File: src/rtl/secrp_pkg.sv
package secrp_pkg;
    localparam int DATA_W = 16;
    localparam int CHK_W  = 5;
    localparam int CW_W   = DATA_W + CHK_W;
    localparam int SIDE_W = CHK_W - 1;
    localparam int SECT_W = 2;
    localparam int SECT_N = 1 << SECT_W;

    typedef enum logic [1:0] {
        OP_NONE  = 2'b00,
        OP_READ  = 2'b01,
        OP_RMW   = 2'b10,
        OP_SCRUB = 2'b11
    } rd_op_e;

    // Code position (1..CW_W) of data bit k: k-th non-power-of-two position.
    function automatic logic [CHK_W-1:0] data_pos(input int k);
        logic [CHK_W-1:0] res;
        int cnt;
        res = '0;
        cnt = 0;
        for (int p = 1; p <= CW_W; p++) begin
            if ((p & (p - 1)) != 0) begin
                if (cnt == k) res = CHK_W'(p);
                cnt++;
            end
        end
        return res;
    endfunction
endpackage

File: src/rtl/secrp_encoder.sv
module secrp_encoder
    import secrp_pkg::*;
(
    input  logic [DATA_W-1:0] data_i,
    output logic [CHK_W-1:0]  chk_o
);
    always_comb begin
        chk_o = '0;
        for (int k = 0; k < DATA_W; k++) begin
            for (int i = 0; i < CHK_W; i++) begin
                if (data_pos(k)[i]) chk_o[i] = chk_o[i] ^ data_i[k];
            end
        end
    end
endmodule

File: src/rtl/secrp_sector_dec.sv
module secrp_sector_dec
    import secrp_pkg::*;
(
    input  logic [SECT_W-1:0] idx_i,
    output logic [SECT_N-1:0] onehot_o
);
    for (genvar g = 0; g < SECT_N; g++) begin : g_sect
        assign onehot_o[g] = (idx_i == SECT_W'(g));
    end
endmodule

File: src/rtl/secrp_sector_mux.sv
module secrp_sector_mux
    import secrp_pkg::*;
(
    input  logic [SECT_W-1:0]        idx_i,
    input  logic [SECT_N*SIDE_W-1:0] bus_i,
    output logic [SIDE_W-1:0]        nib_o
);
    always_comb begin
        nib_o = '0;
        for (int s = 0; s < SECT_N; s++) begin
            if (idx_i == SECT_W'(s)) nib_o = bus_i[s*SIDE_W +: SIDE_W];
        end
    end
endmodule

File: src/rtl/secrp_corrector.sv
module secrp_corrector
    import secrp_pkg::*;
(
    input  logic [DATA_W-1:0] data_i,
    input  logic [CHK_W-1:0]  code_i,
    output logic [DATA_W-1:0] data_o
);
    // Only a code equal to a data position inverts a bit; at most one match.
    always_comb begin
        data_o = data_i;
        for (int k = 0; k < DATA_W; k++) begin
            if (code_i == data_pos(k)) data_o[k] = ~data_i[k];
        end
    end
endmodule

File: src/rtl/secrp_read_path.sv
module secrp_read_path
    import secrp_pkg::*;
#(
    parameter int LOW_W = 3,
    localparam int LOG_W = SECT_W + LOW_W + CHK_W
) (
    input  logic                     clk,
    input  logic                     rst_n,
    input  logic [DATA_W-1:0]        wr_data,
    input  logic                     wr_bank,
    input  logic                     wr_amsb,
    output logic                     wr_chk_a,
    output logic [SIDE_W-1:0]        wr_chk_side,
    output logic [SECT_N-1:0]        wr_sector_oh,
    input  logic [1:0]               rd_op,
    input  logic                     rd_bank,
    input  logic                     rd_amsb,
    input  logic [LOW_W-1:0]         rd_alow,
    input  logic [DATA_W-1:0]        rd_data,
    input  logic                     rd_chk_a,
    input  logic [SECT_N*SIDE_W-1:0] rd_side,
    output logic [CHK_W-1:0]         err_code,
    output logic                     out_valid,
    output logic [DATA_W-1:0]        out_data,
    output logic                     out_err,
    output logic                     log_we,
    output logic [LOG_W-1:0]         log_addr
);
    // ---------------- write path ----------------
    logic [CHK_W-1:0] wr_chk;

    secrp_encoder enc_wr_i (.data_i(wr_data), .chk_o(wr_chk));
    assign wr_chk_a    = wr_chk[0];
    assign wr_chk_side = wr_chk[CHK_W-1:1];

    secrp_sector_dec dec_wr_i (.idx_i({wr_bank, wr_amsb}), .onehot_o(wr_sector_oh));

    // ---------------- capture stage ----------------
    rd_op_e             rd_op_t;
    logic [SIDE_W-1:0]  rd_nib;
    logic               s1_v;
    rd_op_e             s1_op;
    logic [DATA_W-1:0]  s1_data;
    logic [CHK_W-1:0]   s1_chk;
    logic [SECT_W-1:0]  s1_sect;
    logic [LOW_W-1:0]   s1_low;

    assign rd_op_t = rd_op_e'(rd_op);

    secrp_sector_mux mux_rd_i (.idx_i({rd_bank, rd_amsb}), .bus_i(rd_side), .nib_o(rd_nib));

    always_ff @(posedge clk or negedge rst_n) begin
        if (!rst_n) begin
            s1_v    <= 1'b0;
            s1_op   <= OP_NONE;
            s1_data <= '0;
            s1_chk  <= '0;
            s1_sect <= '0;
            s1_low  <= '0;
        end else begin
            s1_v <= (rd_op_t != OP_NONE);
            if (rd_op_t != OP_NONE) begin
                s1_op   <= rd_op_t;
                s1_data <= rd_data;
                s1_chk  <= {rd_nib, rd_chk_a};
                s1_sect <= {rd_bank, rd_amsb};
                s1_low  <= rd_alow;
            end
        end
    end

    // ---------------- code stage ----------------
    logic [CHK_W-1:0]   s1_recalc;
    logic [CHK_W-1:0]   syndrome;
    logic               s2_v;
    rd_op_e             s2_op;
    logic [DATA_W-1:0]  s2_data;
    logic [CHK_W-1:0]   code_q;
    logic [SECT_W-1:0]  s2_sect;
    logic [LOW_W-1:0]   s2_low;

    secrp_encoder enc_rd_i (.data_i(s1_data), .chk_o(s1_recalc));
    assign syndrome = s1_recalc ^ s1_chk;

    always_ff @(posedge clk or negedge rst_n) begin
        if (!rst_n) begin
            s2_v    <= 1'b0;
            s2_op   <= OP_NONE;
            s2_data <= '0;
            code_q  <= '0;
            s2_sect <= '0;
            s2_low  <= '0;
        end else begin
            s2_v <= s1_v;
            if (s1_v) begin
                s2_op   <= s1_op;
                s2_data <= s1_data;
                code_q  <= syndrome;
                s2_sect <= s1_sect;
                s2_low  <= s1_low;
            end
        end
    end

    assign err_code = code_q;

    // ---------------- output stage ----------------
    logic [DATA_W-1:0] fixed;
    logic              flag_d;

    secrp_corrector corr_i (.data_i(s2_data), .code_i(code_q), .data_o(fixed));

    always_comb begin
        unique case (s2_op)
            OP_READ, OP_RMW:   flag_d = s2_v && (code_q != '0);
            OP_NONE, OP_SCRUB: flag_d = 1'b0;
            default:           flag_d = 1'b0;
        endcase
    end

    always_ff @(posedge clk or negedge rst_n) begin
        if (!rst_n) begin
            out_valid <= 1'b0;
            out_data  <= '0;
            out_err   <= 1'b0;
            log_we    <= 1'b0;
            log_addr  <= '0;
        end else begin
            out_valid <= s2_v;
            out_err   <= flag_d;
            log_we    <= flag_d;
            if (s2_v) begin
                out_data <= fixed;
                log_addr <= {s2_sect, s2_low, code_q};
            end
        end
    end

    // ---------------- assertions ----------------
    a_r2_sector_onehot: assert property (@(posedge clk) disable iff (!rst_n)
        $countones(wr_sector_oh) == 1);

    a_r9_flag_needs_valid: assert property (@(posedge clk) disable iff (!rst_n)
        out_err |-> out_valid);

    a_r9_scrub_silent: assert property (@(posedge clk) disable iff (!rst_n)
        (s2_v && s2_op == OP_SCRUB) |=> !out_err && !log_we);

    a_r5_clean_passes: assert property (@(posedge clk) disable iff (!rst_n)
        (s2_v && code_q == '0) |=> (out_data == $past(s2_data)) && !out_err);

    a_r7_check_flip_keeps_data: assert property (@(posedge clk) disable iff (!rst_n)
        (s2_v && $countones(code_q) == 1) |=> out_data == $past(s2_data));

    a_r8_multi_keeps_data: assert property (@(posedge clk) disable iff (!rst_n)
        (s2_v && code_q > CHK_W'(CW_W)) |=> out_data == $past(s2_data));

    a_r10_log_code_nonzero: assert property (@(posedge clk) disable iff (!rst_n)
        log_we |-> log_addr[CHK_W-1:0] != '0);

    a_r5_valid_follows_issue: assert property (@(posedge clk) disable iff (!rst_n)
        s1_v |=> s2_v);
endmodule

File: config.mk
export PLATFORM = sky130hd
export DESIGN_NAME = secrp_read_path
export DESIGN_NICKNAME = d
export VERILOG_FILES = /design/src/rtl/secrp_pkg.sv /design/src/rtl/secrp_encoder.sv /design/src/rtl/secrp_sector_dec.sv /design/src/rtl/secrp_sector_mux.sv /design/src/rtl/secrp_corrector.sv /design/src/rtl/secrp_read_path.sv
export SDC_FILE = /design/constraint.sdc
export NUM_CORES = 1
export LEC_CHECK = 0
export BUFFER_PORTS_ARGS = -buffer_cell sky130_fd_sc_hd__buf_4
export CORE_MARGIN = 1.5
export CORE_UTILIZATION = 37
export CTS_BUF_LIST = sky130_fd_sc_hd__clkbuf_4 sky130_fd_sc_hd__clkbuf_8
export CTS_CLUSTER_SIZE = 16
export DETAILED_ROUTE_END_ITERATION = 8
export SLEW_MARGIN = 15
export SYNTH_ARGS = -nofsm -noshare
export SYNTH_HDL_FRONTEND = slang
export SYNTH_SLANG_ARGS = --single-unit
File: constraint.sdc
create_clock -name clk -period 2.6 [get_ports clk]
set_input_delay 0.26 -clock clk [delete_from_list [all_inputs] [get_ports clk]]
set_output_delay 0.26 -clock clk [all_outputs]
set_load 0.01 [all_outputs]
; After elaboration in Yosys (flattened, before gate mapping)
; Index checks and enable logic that the tools add are counted.
; Widths: inputs -> output; s select.
[totals]
rom_bits = 0
input_bits = 60
ff_bits = 86
n_memories = 0
ram_bits = 0
elab_cells = 157
latch_bits = 0
[classes]
muxes = 21
n_reduce_logical = 8
eq_ne = 25
n_addsub = 0
n_mul = 0
n_lt_le_gt_ge = 0
n_bitwise = 87
div_mod_pow = 0
shift = 0
[op_table]
columns = operator, n
row1 = $xor 1x1->1, 70
row2 = $eq 5x4->1 const B, 7
row3 = $eq 5x5->1 const B, 5
row4 = $mux 1, 16
row5 = $mux 4, 4
row6 = $not 1->1, 16
row7 = $eq 5x3->1 const B, 3
row8 = $eq 2x2->1 const B, 6
row9 = $eq 2x1->1 const B, 3
row10 = $logic_not 2->1, 3
row11 = $eq 5x2->1 const B, 1
row12 = $reduce_bool 5->1, 1
row13 = $xor 5x5->5, 1
row14 = $reduce_or 2->1, 2
row15 = $pmux 1 s2, 1
row16 = $reduce_bool 2->1, 1
row17 = $logic_and 1x1->1, 1

; Depth between registers and ports, before layout
; Gate-level depths: netlist of run 1.
[depth]
ltp_word = 10
ltp_mapped = 5
ltp_nobuf = 4

; By module
; From an unflattened synthesis of run 1, not the netlist that was laid out.
[hier_totals]
hier_cells = 294
hier_area_um2 = 4225.3
[by_module_without_submodules]
columns = mod, instances, cells_each, area_per_inst_um2, seq_area_each_um2
row1 = secrp_read_path, 1, 195, 3226.8, 2152.1
row2 = secrp_encoder, 2, 24, 266.5, 0.0
row3 = secrp_corrector, 1, 43, 334.1, 0.0
row4 = secrp_sector_mux, 1, 4, 105.1, 0.0
row5 = secrp_sector_dec, 1, 4, 26.3, 0.0

; Least setup slack after synthesis of run 1
; No wires, ideal clock.
[synth_path]
path_type = register -> register
from = reg s1_data[13]
to = reg code_q[0] (netlist: err_code[0])
required_time_ps = 2475
t_arrival_ps = 1388
path_stages_with_launch = 5
slack_ps = 1087
cell_sequence = dfrtp_1 xor2_1 xnor2_1 xnor3_1 mux2_4
[synth_via]
elab_chain_len = 3
[synth_rtl]
columns = item, line
row1 = "start, declared", secrp_read_path.sv:43  ; logic [DATA_W-1:0] s1_data;
row2 = "start signal, assigned", secrp_read_path.sv:64  ; s1_data <= rd_data;
row3 = $xor 1x1->1 (2 in series), secrp_encoder.sv:11  ; if (data_pos(k)[i]) chk_o[i] = chk_o[i] ^ data_i[k];
row4 = $xor 5x5->5, secrp_read_path.sv:83  ; assign syndrome = s1_recalc ^ s1_chk;
row5 = "end signal, assigned", secrp_read_path.sv:98  ; code_q <= syndrome;
row6 = "end, declared", secrp_read_path.sv:78  ; logic [CHK_W-1:0] code_q;
; Every way passes these cells.
; A chain may end at the register's enable or synchronous reset.

; Worst setup path in the final report of run 1
[layout_path]
from = reg s1_data[8]
to = reg code_q[2] (netlist: err_code[2])
[layout_via]
elab_chain_len = 6
[layout_rtl]
columns = item, line
row1 = $xor 1x1->1 (5 in series), secrp_encoder.sv:11
row2 = $xor 5x5->5, secrp_read_path.sv:83
; Every way passes these cells.

==> results of run 1 <==
-- cell type report --
type	count	area (µm²)
Tap cell	140	175
Sequential cell	86	2150
Inverter	3	11.3
Multi-Input combinational cell	210	1820
Clock buffer	11	145
Clock inverter	2	35.0
Timing Repair Buffer	105	805
Fill cell	1013	5600
-- per-stage QoR --
stage          instance area (µm²)  hold WS [ns]
3_5_place_dp                  4960         0.487
4_1_cts                       5140         0.111
2_1_floorplan                 4050       -0.0356
5_1_grt                       5140        0.0181
6_report                      5140       -0.0515
3_3_place_gp                  4960         0.464
-- worst max-delay path, delay by kind of cell, from the launching register on --
family	cells	cell delay (ns)
flip-flops	1	0.42
XOR/XNOR	3	0.95
AO/OA/AOI/OAI	1	0.14
-- per-layer routing --
metal / track usage, % / vias up
li1: - / 1257
met1: 20.7 / 1240
met2: 22.7 / 87
met3: 4.60 / 10
met4: 4.42 / 0
met5: 0 / -
-- cells by family (layout without fill, tap and decap cells) --
| logic type | after synthesis | count (layout) | synth area share (%) |
|---|---|---|---|
| buffers and inverters | 20 | 121 | 2.07 |
| AND/OR/NAND/NOR | 51 | 51 | 5.99 |
| flip-flops | 86 | 86 | 53.1 |
| multiplexers | 64 | 64 | 19.0 |
| XOR/XNOR | 72 | 72 | 16.9 |
| AO/OA/AOI/OAI | 23 | 23 | 2.90 |
-- power breakdown --
group	leakage [nW]	switching [mW]	internal [mW]	total, mW
sequential	0.991	0.278	1.58	1.85
clock	0.0945	0.429	0.464	0.893
combinational	1.13	0.502	0.740	1.24
total	2.22	1.21	2.78	3.99
-- worst paths after layout --
path	start	to	slack, ns	cells after the start
max	s1_data[8]	err_code[2]	1.01	4
min in group clk	rd_op[0]	s1_op[0]	0.13	2
min	rst_n	s1_data[4]	-0.05	1
min reg2reg	s1_op[0]	s1_op[0]	0.50	1
max reg2reg	s1_data[8]	err_code[2]	1.01	4
max in group asynchronous	rst_n	out_valid	2.12	1
-- Yosys cell counts (4+ instances only) --
cell type,number
sky130_fd_sc_hd__a21oi_1,21
sky130_fd_sc_hd__clkbuf_1,10
sky130_fd_sc_hd__nand2_1,8
sky130_fd_sc_hd__xor2_1,19
sky130_fd_sc_hd__mux2_2,59
sky130_fd_sc_hd__nor2b_1,6
sky130_fd_sc_hd__xnor3_1,4
sky130_fd_sc_hd__dfrtp_1,86
sky130_fd_sc_hd__mux4_2,4
sky130_fd_sc_hd__nor2_1,24
sky130_fd_sc_hd__buf_2,4
sky130_fd_sc_hd__xnor2_1,49
-- state kept, by name (all words and copies together) (netlist names) --
name,count
err_code,5
log_addr,10
log_we,1
out_data,16
out_valid,1
s1_chk,5
s1_data,16
s1_low,3
s1_op,2
s1_sect,2
s1_v,1
s2_data,16
s2_low,3
s2_op,2
s2_sect,2
s2_v,1
==> results.sh, run 1 <==
export IMPL_portBuffers=102
export IMPL_critPathArrivalTime_ns=1.87
export IMPL_top_signal_layer_used="met4"
export IMPL_final_cell_mix="103 x sky130_fd_sc_hd__buf_4, 86 x sky130_fd_sc_hd__dfrtp_1, 59 x sky130_fd_sc_hd__mux2_2"
export IMPL_postSynth_topFlopCell="sky130_fd_sc_hd__dfrtp_1"
export IMPL_worst_slew_pin_slew_ns=0.768
export IMPL_globalRoute_totalOverflow=0
export IMPL_synth_nets=376
export IMPL_worstSetupPathType="reg -> reg"
export IMPL_numClockSinks=86
export IMPL_ys_ff_latch=86
export IMPL_initial_cell_density_of_the_core_pct=37.7
export IMPL_fin_max_slew_vios=0
export IMPL_cts_setup_buffers=0
export IMPL_drt_pre_antenna_iters=4
export IMPL_pre_cts_ws_ns=0.996
export IMPL_crit_path_cell_trace="xor2_1 > xnor2_1 > xnor3_1 > a21oi_1"
export IMPL_syn_cell_area_mm2=0.00405
export IMPL_yosysSeqAreaShare_pct=53.1
export IMPL_finalWorstSetupSlack_ns=1.01
export IMPL_dpl_cell_count=544
export IMPL_tns_ns=0
export IMPL_ys_warnings_count=0
export IMPL_std_cell_rows=38
export IMPL_instances_no_fill=557
export IMPL_met1_length_um=3860
export IMPL_tritoncts_clock_tree="done"
export IMPL_clk_insertion_delay_late_ns=0.35
export IMPL_io_pin_count=103
export IMPL_period_share_pct=61.3
export IMPL_power_density_cell_area_mw_per_mm2=776
export IMPL_route_met3_wl_um=510
export IMPL_placeableCoreArea_mm2=0.0107
export IMPL_final_layout_size_suffix_gt1_share_pct=43.9
export IMPL_drtIter0Drc=108
export IMPL_htreeDepth=3
export IMPL_worst_clock_skew_ns=0.00927
export IMPL_vias_per_cell=4.66
export IMPL_routedWlPerCell_um=14.6
export IMPL_antenna_cells_inserted=0
export IMPL_fin_util_pct=47.8
export IMPL_antenna_found_initial=0
export IMPL_async_flop_share_pct=100
export IMPL_hpwl_um=5980
export IMPL_largest_net_degree_at_the_start_of_global_routing=87
export IMPL_gp_routability_congestion=0.731
export IMPL_violations="negative hold slack"
export IMPL_slew_headroom_pct=48.8
export IMPL_grt_usage_pct=15.0
export IMPL_most_common_cell_after_layout_fill_and_taps_aside="sky130_fd_sc_hd__buf_4"
export IMPL_area_delta_synth_final_pct=26.9
export IMPL_cpMaxStageDelayCell="sky130_fd_sc_hd__xnor3_1"
export IMPL_finalWorstPathRequiredPeriod_ns=1.59
export IMPL_final_antenna_net_count=0
export IMPL_synth_top_cells_by_area="sky130_fd_sc_hd__dfrtp_1 53%, sky130_fd_sc_hd__mux2_2 16%, sky130_fd_sc_hd__xnor2_1 11%"
export IMPL_synth_edff_count=0
export IMPL_remaining_drc_errors=0
export IMPL_worstPathMaxFanout=4
export IMPL_cts_path_max_buffers=2
export IMPL_hold_buffers=0
export IMPL_cts_repair_resize_count=0
export IMPL_vias=2594
export IMPL_critPathMaxStageDelay_ns=0.46
export IMPL_die_w_um=108
export IMPL_final_hold_violation_count=71
export IMPL_run_status="finished, violations left"
export IMPL_synth_area_per_cell_um2=12.8
export IMPL_clk_pin_slew_worst_paths_ns=0.08
export IMPL_timing_critical_path_required_ns=2.88
export IMPL_maxCapViolCount=0
export IMPL_peakVddDrop_mv=0.283
export IMPL_setup_repair_after_global_routing_missed_its_margin="no"
export IMPL_netlist_top_cell_by_area="sky130_fd_sc_hd__dfrtp_1"
export IMPL_yosys_cell_types_count=25
export IMPL_post_synth_inst_count=316
export IMPL_min_delay_path_class="in -> async"
export IMPL_total_leakage_power_nw=2.22
export IMPL_postRouteWirelength_um=8140
export IMPL_worst_hold_margin_ns=-0.0515
export IMPL_die_area_mm2=0.0116
export IMPL_final_count_of_negative_setup_slack_endpoints=0
export IMPL_numCtsBuffers=9
export IMPL_synth_top_cell_area_share_pct=53.1
export IMPL_global_route_wire_length_before_repair_um=13200
export IMPL_start_kind="flop"
export IMPL_die_height_um=108
export IMPL_design_final_nets=475
export IMPL_power_mw=3.99
export IMPL_setup_worst_path_end_class="flop"
export IMPL_clock_root_buffer="sky130_fd_sc_hd__clkbuf_8"
export IMPL_detailroute_wirelength_met2_um=3670
export IMPL_first_global_vias=2617
export IMPL_achievable_frequency_ghz=0.628
Note: power is estimated with default switching activity, not from simulation.
==> run 2, diff against run 1 <==
==> constraint.sdc (replaced) <==
create_clock -name clk -period 1.5 [get_ports clk]
set_input_delay 0.15 -clock clk [delete_from_list [all_inputs] [get_ports clk]]
set_output_delay 0.15 -clock clk [all_outputs]
set_load 0.01 [all_outputs]
==> run 2 against run 1 <==
Net effect:
- the flow finishes with violations (negative setup slack)
- register-to-register slack worse by 1.1 ns
- first-iteration DRC count down 36%
- power up 86%
- worst hold slack better by 0.066 ns
- via count up 5.0%
- largest power group unchanged
- clock power up 100%
- sequential power up 70%
- die area unchanged
- worst setup slack worse by 1.1 ns
- clock skew down 0.0035 ns
- critical path type unchanged
==> results.sh, run 2 (same netlist as run 1, synthesis figures left out) <==
export IMPL_gp_routability_congestion=0.822
export IMPL_clock_power_share_pct=24.6
export IMPL_p_switching_mw=2.28
export IMPL_power_share_switching_pct=30.8
export IMPL_worst_slew_pin_slew_ns=0.373
export IMPL_final_cell_mix="119 x sky130_fd_sc_hd__buf_4, 84 x sky130_fd_sc_hd__dfrtp_1, 59 x sky130_fd_sc_hd__mux2_2"
export IMPL_final_layout_size_suffix_gt1_share_pct=48.2
export IMPL_grt_use_met3_pct=4.54
export IMPL_area_delta_synth_final_pct=35.7
export IMPL_antenna_found_initial=0
export IMPL_achievable_frequency_ghz=0.634
export IMPL_met2_usage_in_global_routing_pct=24.5
export IMPL_remaining_drc_errors=0
export IMPL_design_final_nets=501
export IMPL_vias_per_cell=4.65
export IMPL_period_share_pct=105
export IMPL_busiest_layer="met2"
export IMPL_first_global_vias=2743
export IMPL_start_kind="flop"
export IMPL_portBuffers=102
export IMPL_grt_use_met1_pct=21.0
export IMPL_power_mw=7.40
export IMPL_peakVddDrop_mv=0.593
export IMPL_placeableCoreArea_mm2=0.0107
export IMPL_numCtsBuffers=9
export IMPL_clock_root_buffer="sky130_fd_sc_hd__clkbuf_8"
export IMPL_drt_pre_antenna_iters=4
export IMPL_most_common_cell_after_layout_fill_and_taps_aside="sky130_fd_sc_hd__buf_4"
export IMPL_finalWorstPathRequiredPeriod_ns=1.58
export IMPL_worstPathMaxFanout=2
export IMPL_dpl_cell_count=559
export IMPL_grt_usage_pct=15.8
export IMPL_run_status="finished, violations left"
export IMPL_io_pin_count=103
export IMPL_hpwl_um=6370
export IMPL_clk_insertion_delay_late_ns=0.36
export IMPL_die_area_mm2=0.0116
export IMPL_critPathArrivalTime_ns=1.83
export IMPL_tritoncts_clock_tree="done"
export IMPL_fin_max_slew_vios=0
export IMPL_drtIter0Drc=69
export IMPL_timing_critical_path_required_ns=1.75
export IMPL_p_int_mw=5.12
export IMPL_std_cell_rows=38
export IMPL_largest_net_degree_at_the_start_of_global_routing=44
export IMPL_initial_cell_density_of_the_core_pct=37.7
export IMPL_final_antenna_net_count=0
export IMPL_vias=2723
export IMPL_clk_pin_slew_worst_paths_ns=0.09
export IMPL_htreeDepth=3
export IMPL_postRouteWirelength_um=8670
export IMPL_seq_power_share_pct=42.4
export IMPL_die_w_um=108
export IMPL_violations="negative setup slack"
export IMPL_min_delay_path_class="in -> reg"
export IMPL_total_leakage_power_nw=2.40
export IMPL_finalWorstSetupSlack_ns=-0.0772
export IMPL_cts_path_max_buffers=2
export IMPL_largestRegisters="out_data x16, s1_data x16, s2_data x16"
export IMPL_final_count_of_negative_setup_slack_endpoints=2
export IMPL_routedWlPerCell_um=14.8
export IMPL_comb_power_share_pct=33.0
export IMPL_n_fill_cell=981
export IMPL_setup_repair_after_global_routing_missed_its_margin="yes"
export IMPL_global_route_wire_length_before_repair_um=13800
export IMPL_setup_worst_path_end_class="flop"
export IMPL_slew_headroom_pct=75.1
export IMPL_power_density_cell_area_mw_per_mm2=1350
export IMPL_worst_clock_skew_ns=0.00579
export IMPL_maxCapViolCount=0
export IMPL_instances_no_fill=586
export IMPL_die_height_um=108
export IMPL_antenna_cells_inserted=0
export IMPL_numClockSinks=86
export IMPL_worstSetupPathType="reg -> reg"
export IMPL_globalRoute_totalOverflow=0
export IMPL_final_hold_violation_count=0
## run 2: stage by stage
stage | TNS, ns | util, % | worst slack [ns] | cell area [µm²] | hold WS [ns]
final | -0.0846 | 51.2 | -0.0772 | 5500 | 0.0149
after global routing | -0.263 | 51.2 | -0.145 | 5500 | 0.00358
after CTS | -0.0785 | 50.6 | -0.0785 | 5440 | 0.000565
after detailed placement | -0.159 | 47.6 | -0.0715 | 5120 | 0.0921
after global placement | -0.0472 | 47.6 | -0.0411 | 5120 | 0.0880
after floorplan | 0 | - | 0.00922 | 4050 | -0.146
## run 2: path summary, 6_finish.rpt
| kind | startpoint | depth (start not counted) | to | slack, ns |
|---|---|---|---|---|
| min in group asynchronous | rst_n | 2 | s1_data[7] | 0.24 |
| setup / recovery | s1_data[11] | 4 | err_code[0] | -0.08 |
| setup reg to reg | s1_data[11] | 4 | err_code[0] | -0.08 |
| max in group asynchronous | rst_n | 3 | log_addr[0] | 0.76 |
| hold reg to reg | s1_sect[0] | 1 | s1_sect[0] | 0.51 |
| hold / removal | rd_data[7] | 2 | s1_data[7] | 0.01 |
## run 2: metal layers
layer,vias to the layer above,share of wire (%)
met5,-,0
met4,0,1.3
met3,8,6.2
met2,89,45
met1,1312,47
li1,1314,-
## run 2: layout make-up
cell class                      count  area (µm²)  area share, %
Clock buffer                        9         124           2.25
Timing Repair Buffer              131        1060           19.3
Clock inverter                      7        97.6           1.78
Inverter                            3        11.3          0.205
Multi-Input combinational cell    210        1870           34.0
Sequential cell                    86        2150           39.2
Tap cell                          140         175           3.19
## run 2: timing repair
item,4_1_cts,5_1_grt
resized for setup,4,6
buffers inserted,2,3
pin swaps,4,7
endpoints found under the setup margin,4,6
hold buffers,5,2
endpoints found under the hold margin,28,2
## run 2: worst max-delay path, cell delays in order, from the launching register on
cell and delay, ns:
sky130_fd_sc_hd__dfrtp_1 0.39, sky130_fd_sc_hd__xnor2_1 0.26, sky130_fd_sc_hd__xnor2_2 0.16, sky130_fd_sc_hd__xnor3_1 0.40, sky130_fd_sc_hd__mux2_4 0.26
## run 2: power groups by stage
stage / Clock [mW] / Sequential, mW / Combinational, mW
finish: 1.82 / 3.14 / 2.44
CTS: 1.87 / 3.14 / 2.43
detailed placement: 0 / 3.18 / 2.38
floorplan: 0 / 3.13 / 1.33
global route: 1.96 / 3.21 / 2.64
global placement: 0 / 3.16 / 2.35
